`config.mk`:
```
export PLATFORM = sky130hd
export DESIGN_NAME = nibble_link_arbiter
export DESIGN_NICKNAME = d
export VERILOG_FILES = /design/src/rtl/nla_pkg.sv /design/src/rtl/nla_frame_builder.sv /design/src/rtl/nla_serializer.sv /design/src/rtl/nla_mode_arbiter.sv /design/src/rtl/nibble_link_arbiter.sv
export SDC_FILE = /design/constraint.sdc
export NUM_CORES = 1
export LEC_CHECK = 0
export ABC_AREA = 1
export BUFFER_PORTS_ARGS = -buffer_cell sky130_fd_sc_hd__clkbuf_2
export CAP_MARGIN = 25
export CORE_UTILIZATION = 35
export CTS_CLUSTER_DIAMETER = 40
export DETAILED_ROUTE_END_ITERATION = 8
export PLACE_DENSITY = 0.51
export SETUP_SLACK_MARGIN = 0.3
export SYNTH_ARGS = -nofsm -noshare
export SYNTH_HDL_FRONTEND = slang
export SYNTH_HIERARCHICAL = 1
export SYNTH_SLANG_ARGS = --single-unit
```
`constraint.sdc`:
```
create_clock -name clk -period 2.6 [get_ports clk]
set_clock_uncertainty 0.05 [all_clocks]
set_input_delay 0.13 -clock clk [delete_from_list [all_inputs] [get_ports clk]]
set_output_delay 0.13 -clock clk [all_outputs]
set_load 0.005 [all_outputs]
```
`src/rtl/nla_pkg.sv`:
```
package nla_pkg;

    // Operating mode, encoded as {readout_full, trigger_full}
    typedef enum logic [1:0] {
        MODE_NORMAL   = 2'd0,
        MODE_DERATED  = 2'd1,
        MODE_BUSY     = 2'd2,
        MODE_SURVIVAL = 2'd3
    } link_mode_e;

    function automatic link_mode_e mode_of(input logic trg_full, input logic ro_full);
        return link_mode_e'({ro_full, trg_full});
    endfunction

endpackage

```
`src/rtl/nla_frame_builder.sv`:
```
module nla_frame_builder #(
    parameter int ADDR_W  = 5,
    parameter int SIZE_W  = 2,
    parameter int MAX_CL  = 4,
    parameter int WNUM_W  = 3,
    parameter int STRIP_W = 16,
    parameter int LINK_W  = 4,
    parameter int FRAME_W = 32,
    parameter int LEN_W   = 4,
    localparam int CL_W   = ADDR_W + SIZE_W,
    localparam int CNT_W  = $clog2(MAX_CL),
    localparam int TRG_W  = CNT_W + MAX_CL * CL_W,
    localparam int RO_W   = WNUM_W + STRIP_W
) (
    input  logic [TRG_W-1:0]   trg_data,
    input  logic [RO_W-1:0]    ro_data,
    output logic [FRAME_W-1:0] trg_frame,
    output logic [LEN_W-1:0]   trg_len,
    output logic [FRAME_W-1:0] ro_frame,
    output logic [LEN_W-1:0]   ro_len
);
    localparam logic [1:0] TRG_ID   = 2'b01;
    localparam int         TRG_FRM_W = 2 + TRG_W;
    localparam int         RO_FRM_W  = 1 + RO_W;
    localparam int         BODY_W    = MAX_CL * CL_W;

    logic [CNT_W-1:0]  cnt_code;
    logic [BODY_W-1:0] kept;

    assign cnt_code = trg_data[TRG_W-1 -: CNT_W];

    // Clusters beyond the count are forced to zero so padding stays clean
    for (genvar g = 0; g < MAX_CL; g++) begin : g_slot
        assign kept[(MAX_CL-g)*CL_W-1 -: CL_W] =
            (int'(cnt_code) >= g) ? trg_data[(MAX_CL-g)*CL_W-1 -: CL_W] : '0;
    end

    always_comb begin
        int nbits;
        nbits     = 2 + CNT_W + (int'(cnt_code) + 1) * CL_W;
        trg_frame = FRAME_W'({TRG_ID, cnt_code, kept}) << (FRAME_W - TRG_FRM_W);
        trg_len   = LEN_W'((nbits + LINK_W - 1) / LINK_W);
        ro_frame  = FRAME_W'({1'b1, ro_data}) << (FRAME_W - RO_FRM_W);
        ro_len    = LEN_W'((RO_FRM_W + LINK_W - 1) / LINK_W);
    end

endmodule

```
`src/rtl/nla_serializer.sv`:
```
module nla_serializer #(
    parameter int LINK_W  = 4,
    parameter int FRAME_W = 32,
    parameter int LEN_W   = 4,
    localparam int MAX_NIB = FRAME_W / LINK_W
) (
    input  logic               clk,
    input  logic               rst,
    input  logic               load,
    input  logic [FRAME_W-1:0] frame,
    input  logic [LEN_W-1:0]   len,
    output logic [LINK_W-1:0]  link,
    output logic               at_boundary
);
    typedef struct packed {
        logic [FRAME_W-1:0] shift;
        logic [LEN_W-1:0]   rem;
        logic [LINK_W-1:0]  link;
    } ser_t;

    ser_t ser_d, ser_q;

    always_comb begin
        ser_d = ser_q;
        if (load) begin
            ser_d.link  = frame[FRAME_W-1 -: LINK_W];
            ser_d.shift = frame << LINK_W;
            ser_d.rem   = len - LEN_W'(1);
        end else if (ser_q.rem != '0) begin
            ser_d.link  = ser_q.shift[FRAME_W-1 -: LINK_W];
            ser_d.shift = ser_q.shift << LINK_W;
            ser_d.rem   = ser_q.rem - LEN_W'(1);
        end else begin
            ser_d.link  = '0;
        end
    end

    always_ff @(posedge clk) begin
        if (rst) begin
            ser_q <= '0;
        end else begin
            ser_q <= ser_d;
        end
    end

    assign link        = ser_q.link;
    assign at_boundary = (ser_q.rem == '0);

    // every frame handed over has a legal nibble count
    p_len_range_r2: assert property (@(posedge clk) disable iff (rst)
        load |-> (len != '0 && int'(len) <= MAX_NIB));

    // the nibble after a load is a header, never the idle code
    p_header_nonzero_r4: assert property (@(posedge clk) disable iff (rst)
        $past(load) |-> (link != '0));

    // a frame in flight counts down one nibble per cycle
    p_countdown_r5: assert property (@(posedge clk) disable iff (rst)
        (ser_q.rem != '0) |=> (ser_q.rem == $past(ser_q.rem) - LEN_W'(1)));

endmodule

```
`src/rtl/nla_mode_arbiter.sv`:
```
module nla_mode_arbiter
    import nla_pkg::*;
(
    input  logic clk,
    input  logic rst,
    input  logic at_boundary,
    input  logic trg_empty,
    input  logic ro_empty,
    input  logic trg_full,
    input  logic ro_full,
    output logic pop_trg,
    output logic pop_ro,
    output logic trigger_off,
    output logic busy
);
    typedef struct packed {
        link_mode_e mode;
    } arb_t;

    arb_t       arb_d, arb_q;
    link_mode_e mode_now;
    logic       allow_trg, allow_ro;

    always_comb begin
        mode_now  = mode_of(trg_full, ro_full);
        allow_trg = (mode_now != MODE_BUSY);
        allow_ro  = (mode_now != MODE_DERATED);
        pop_trg   = !rst && at_boundary && allow_trg && !trg_empty;
        pop_ro    = !rst && at_boundary && allow_ro && !ro_empty && !pop_trg;
        arb_d     = arb_q;
        if (at_boundary) begin
            arb_d.mode = mode_now;
        end
    end

    always_ff @(posedge clk) begin
        if (rst) begin
            arb_q <= '{mode: MODE_NORMAL};
        end else begin
            arb_q <= arb_d;
        end
    end

    assign trigger_off = (arb_q.mode == MODE_DERATED) || (arb_q.mode == MODE_SURVIVAL);
    assign busy        = (arb_q.mode == MODE_BUSY)    || (arb_q.mode == MODE_SURVIVAL);

    // a waiting trigger record blocks readout unless trigger is throttled
    p_priority_r6: assert property (@(posedge clk) disable iff (rst)
        (!trg_empty && !(ro_full && !trg_full)) |-> !pop_ro);

    // derated mode never takes readout
    p_derated_r7: assert property (@(posedge clk) disable iff (rst)
        (trg_full && !ro_full) |-> !pop_ro);

    // busy mode never takes trigger data
    p_busy_r8: assert property (@(posedge clk) disable iff (rst)
        (ro_full && !trg_full) |-> !pop_trg);

    // survival mode still favours trigger data
    p_survival_r9: assert property (@(posedge clk) disable iff (rst)
        (trg_full && ro_full && !trg_empty) |-> !pop_ro);

    // status lines move only after a boundary cycle
    p_status_hold_r10: assert property (@(posedge clk) disable iff (rst)
        !$past(at_boundary) |-> ($stable(trigger_off) && $stable(busy)));

endmodule

```
`src/rtl/nibble_link_arbiter.sv`:
```
module nibble_link_arbiter #(
    parameter int ADDR_W  = 5,
    parameter int SIZE_W  = 2,
    parameter int MAX_CL  = 4,
    parameter int WNUM_W  = 3,
    parameter int STRIP_W = 16,
    parameter int LINK_W  = 4,
    localparam int CL_W   = ADDR_W + SIZE_W,
    localparam int CNT_W  = $clog2(MAX_CL),
    localparam int TRG_W  = CNT_W + MAX_CL * CL_W,
    localparam int RO_W   = WNUM_W + STRIP_W
) (
    input  logic              clk,
    input  logic              rst,
    input  logic [TRG_W-1:0]  trg_data,
    input  logic              trg_empty,
    input  logic              trg_full,
    output logic              trg_pop,
    input  logic [RO_W-1:0]   ro_data,
    input  logic              ro_empty,
    input  logic              ro_full,
    output logic              ro_pop,
    output logic [LINK_W-1:0] link_data,
    output logic              trigger_off,
    output logic              busy
);
    localparam int TRG_FRM_W = 2 + TRG_W;
    localparam int RO_FRM_W  = 1 + RO_W;
    localparam int RAW_W     = (TRG_FRM_W > RO_FRM_W) ? TRG_FRM_W : RO_FRM_W;
    localparam int FRAME_W   = ((RAW_W + LINK_W - 1) / LINK_W) * LINK_W;
    localparam int MAX_NIB   = FRAME_W / LINK_W;
    localparam int LEN_W     = $clog2(MAX_NIB + 1);

    logic [FRAME_W-1:0] trg_frame, ro_frame, sel_frame;
    logic [LEN_W-1:0]   trg_len, ro_len, sel_len;
    logic               at_boundary, load;

    nla_frame_builder #(
        .ADDR_W(ADDR_W), .SIZE_W(SIZE_W), .MAX_CL(MAX_CL),
        .WNUM_W(WNUM_W), .STRIP_W(STRIP_W), .LINK_W(LINK_W),
        .FRAME_W(FRAME_W), .LEN_W(LEN_W)
    ) u_builder (
        .trg_data (trg_data),
        .ro_data  (ro_data),
        .trg_frame(trg_frame),
        .trg_len  (trg_len),
        .ro_frame (ro_frame),
        .ro_len   (ro_len)
    );

    nla_mode_arbiter u_arbiter (
        .clk        (clk),
        .rst        (rst),
        .at_boundary(at_boundary),
        .trg_empty  (trg_empty),
        .ro_empty   (ro_empty),
        .trg_full   (trg_full),
        .ro_full    (ro_full),
        .pop_trg    (trg_pop),
        .pop_ro     (ro_pop),
        .trigger_off(trigger_off),
        .busy       (busy)
    );

    always_comb begin
        load      = trg_pop || ro_pop;
        sel_frame = trg_pop ? trg_frame : ro_frame;
        sel_len   = trg_pop ? trg_len   : ro_len;
    end

    nla_serializer #(
        .LINK_W(LINK_W), .FRAME_W(FRAME_W), .LEN_W(LEN_W)
    ) u_serializer (
        .clk        (clk),
        .rst        (rst),
        .load       (load),
        .frame      (sel_frame),
        .len        (sel_len),
        .link       (link_data),
        .at_boundary(at_boundary)
    );

    // the arbiter only pops where the serializer is at a frame boundary
    p_pop_boundary_r5: assert property (@(posedge clk) disable iff (rst)
        (trg_pop || ro_pop) |-> at_boundary);

    // a boundary without a pop leaves the link idle
    p_idle_r1: assert property (@(posedge clk) disable iff (rst)
        ($past(at_boundary) && !$past(trg_pop || ro_pop)) |-> (link_data == '0));

    // an empty queue is never popped
    p_no_empty_pop_r11: assert property (@(posedge clk) disable iff (rst)
        !((trg_pop && trg_empty) || (ro_pop && ro_empty)));

endmodule

```
==> run_results.csv <==
group,metric,value,unit
timing,hold_viol,0,
cells_and_area,drive_above_1_share,21.52,%
logic_synthesis,synth_xor_area_share,0,%
die,dieArea,9225,um^2
worst_setup_path,required,2.76,ns
worst_setup_path,worst_path_max_delay_cell,"dfxtp_2",
logic_synthesis,synthAdderAreaFrac,3.638,%
logic_synthesis,ys_ff_latch,38,
logic_synthesis,seq_area_frac_synth,24.58,%
pwr,ir_drop,441.8,uV
worst_setup_path,cp_common_cell,"nand2_1",
timing,clock.fmax,0.4573,GHz
drt,routed_wl,6807,um
worst_setup_path,path_cells,"nor2_4 > nand2_1 > inv_2 > inv_2 > nor2_2 > nand3_1 > nor2_2 > or2_4 > buf_12 > nand2_1 > nand2_1 > inv_1 > ha_1 > or2_1 > a21oi_2",
logic_synthesis,syn_area,3095,um^2
clock_network,clkTransAtPathRegs,0.08,ns
place,place_congestion,0.7403,
die,start_util,36.93,%
logic_synthesis,synth.distinct_cells,27,
drt,drcViolationCount,0,
logic_synthesis,synth_common_cells,"nand2_1 (219), inv_1 (61), buf_4 (56)",
drt,drt-pass1-iter-count,4,
cells_and_area,syn2layout_area_growth,7.114,%
die,boundaryPins,63,
cells_and_area,fillers,965,
timing,fin_crit,2.187,ns
drt,wl_met2,3330,um
grt,grt_start_max_net_pins,39,
grt,antenna_found_initial,0,
die,fp.coreArea,8382,um^2
timing,period_share,84.11,%
worst_setup_path,crit_fanout,15,
logic_synthesis,synth_edf_count,0,
grt,gr-total-overflow,0,
pwr,p_switching,1.053,mW
clock_network,hold_buffers,0,
pwr,p_per_area,744.2,nW/um^2
logic_synthesis,yosys_warnings,6,
timing,rsz0062_at_grt,"true",
drt,drt-wirelength-per-cell,10.57,um
logic_synthesis,yosys.area_share.simple,35.33,%
place,port_buffers,62,
worst_hold_path,hp-start,"ro_full",
place,post-place-ws,0.2198,ns
cells_and_area,post-route-cell-area,3316,um^2
logic_synthesis,async_flop_share,0,%
pwr,clkPwrFrac,17.7,%
logic_synthesis,ys.flop_type,"dfxtp_1",
timing,setup_tns,0,ns
pwr,p_leak,1.764,nW
place,post_dp_cell_area,3080,um^2
die,die_y,96.05,um
clock_network,cts_buffer_depth,2,
cells_and_area,final_nets,602,
logic_synthesis,yosysTopAreaCellShare,26.56,%
worst_setup_path,critical-path-top-delay-family,"simple AND/OR/NAND/NOR gates",
grt,track_usage,15.27,%
worst_setup_path,criticalPathCategory,"register to register",
logic_synthesis,synth_compound_area_share,9.135,%
worst_setup_path,worstPathArrival,2.35,ns
logic_synthesis,synth_top_family_by_area,"simple AND/OR/NAND/NOR gates",
cells_and_area,final-seq-area,765.7,um^2
worst_setup_path,setup.worst_path.start_class,"register",
status,status,"finished, final reports clean",
drt,wl_met1,3226,um
logic_synthesis,synthCells,516,
clock_network,cts-root-buf,"clkbuf_8",
grt,grt_pass1_wl,10920,um
pwr,p_comb_share,49.5,%
cells_and_area,multi_input_area,1579,um^2
clock_network,cts_buffers,5,
die,die_w,96.05,um
worst_setup_path,cp-end-kind,"register",
pwr,pwr-share-seq,32.9,%
timing,maxSlewViolCount,0,
flow_run,max_cap_viol_count,0,
grt,first_global_vias,2436,
worst_hold_path,holdCritPathClass,"input port to register",
place,dp_hpwl,4613,um
drt,vias_per_cell,4.275,
drt,vias,2753,
timing,layout_setup_ws,0.4130,ns
logic_synthesis,synth_mux_area_share,0,%
pwr,power,2.467,mW
clock_network,cts.sinks,38,
timing,final-setup-viol-count,0,
pwr,swShare,42.69,%
worst_setup_path,r2r_start,"u_serializer/ser_q[6]",
drt,met3_length,224,um
worst_setup_path,cpPeakStageDelay,0.34,ns
logic_synthesis,syn_avg_cell_area,5.999,um^2
cells_and_area,diodes,0,
clock_network,worstSkewPairLatency,0.29,ns
drt,highest_layer,"met4",
pwr,p_int,1.414,mW
logic_synthesis,yosysMostFrequentCell,"nand2_1",
die,rows,33,
drt,drtIter0Drc,111,
logic_synthesis,synth.area.top_cells,"nand2_1 (27%), dfxtp_1 (25%), buf_4 (14%)",
worst_setup_path,path_buf_inv,4,
logic_synthesis,synth_top_cell_by_area,"nand2_1",
clock_network,cts_tree,"built",
drt,ant_nets,0,
worst_setup_path,startpoint,"u_serializer/ser_q[6]",
clock_network,h-tree-depth,2,
-- path summary, 6_finish.rpt --
| kind | end | slack, ns | cells after the start |
|---|---|---|---|
| setup / recovery | u_serializer/ser_q[6] | 0.41 | 15 |
| hold / removal | u_arbiter/arb_q[1] | 0.05 | 3 |
| setup reg to reg | u_serializer/ser_q[6] | 0.41 | 15 |
| hold reg to reg | u_serializer/ser_q[29] | 0.42 | 2 |
-- cell type report --
| class | count | area share (%) |
|---|---|---|
| multi-input combinational | 352 | 47.62 |
| clock buffer | 6 | 2.491 |
| timing repair buffer | 75 | 14.72 |
| tap | 105 | 3.962 |
| sequential | 38 | 23.09 |
| clock inverter | 2 | 0.3774 |
| inverter | 66 | 7.736 |
-- power groups by stage --
stage	clock [mW]	combinational, mW	sequential [mW]
4_1_cts	0.444	1.15	0.806
2_1_floorplan	0	0.959	0.800
3_3_place_gp	0	1.08	0.814
5_1_grt	0.475	1.40	0.826
3_5_place_dp	0	1.08	0.817
6_report	0.436	1.22	0.811
-- cell usage in the layout, fill, tap and decap left out --
master	Yosys	final
a21oi_1	29	28
nand2_2	11	13
nand3_2	1	1
clkinv_2	0	2
or2_4	0	1
nor2_1	19	18
buf_4	56	8
clkbuf_8	0	6
ha_1	9	9
clkinvlp_4	0	1
bufbuf_16	0	1
o21ai_0	23	22
nand3_1	6	6
nand3_4	1	1
or2_1	2	1
dfxtp_2	0	4
inv_1	61	60
o21a_1	1	1
inv_8	0	1
conb_1	2	19
buf_12	1	3
nor3_1	4	4
o21ai_1	3	4
clkbuf_2	1	62
nor2_2	3	3
nand2_1	219	217
clkbuf_16	0	1
a21oi_2	0	1
inv_2	5	4
dfxtp_1	38	34
nor2_4	2	3
-- flip-flops by register name, summed over array words and instances, names as in the netlist --
| register | count |
|---|---|
| u_serializer/ser_q | 32 |
| u_serializer/link | 4 |
| u_arbiter/arb_q | 2 |
-- repair_timing --
action / CTS / global route
buffers inserted: 0 / 4
pin swaps: 0 / 4
gates cloned: 1 / 1
endpoints found under the hold margin: 0 / 0
setup endpoints to repair: 27 / 27
gates resized for setup: 5 / 14
-- tightest hold or removal path: stages --
cell and delay [ns]:
clkbuf_2 0.09, inv_1 0.06, a21oi_1 0.06
-- kinds of logic after synthesis --
| logic type | after synthesis |
|---|---|
| fa+ha+maj | 9 |
| simple gates | 268 |
| flops | 38 |
| other cells | 2 |
| compound gates | 56 |
| buf+inv | 143 |
-- routing by layer --
metal	vias to the layer above	global-route usage, %
met5	-	0
met4	0	2.612
met3	5	2.370
met2	42	27.36
met1	1201	19.41
li1	1505	-
-- through the flow --
stage               utilization [%]  instances  hold slack, ns
global route                  39.56        644         0.05853
global placement              36.75        630          0.3522
finish                        39.56        644         0.04609
detailed placement            36.75        630          0.3499
CTS                           38.41        639         0.04590
floorplan                         -        533          0.2272
No activity file was read; power rests on OpenSTA's default activity.
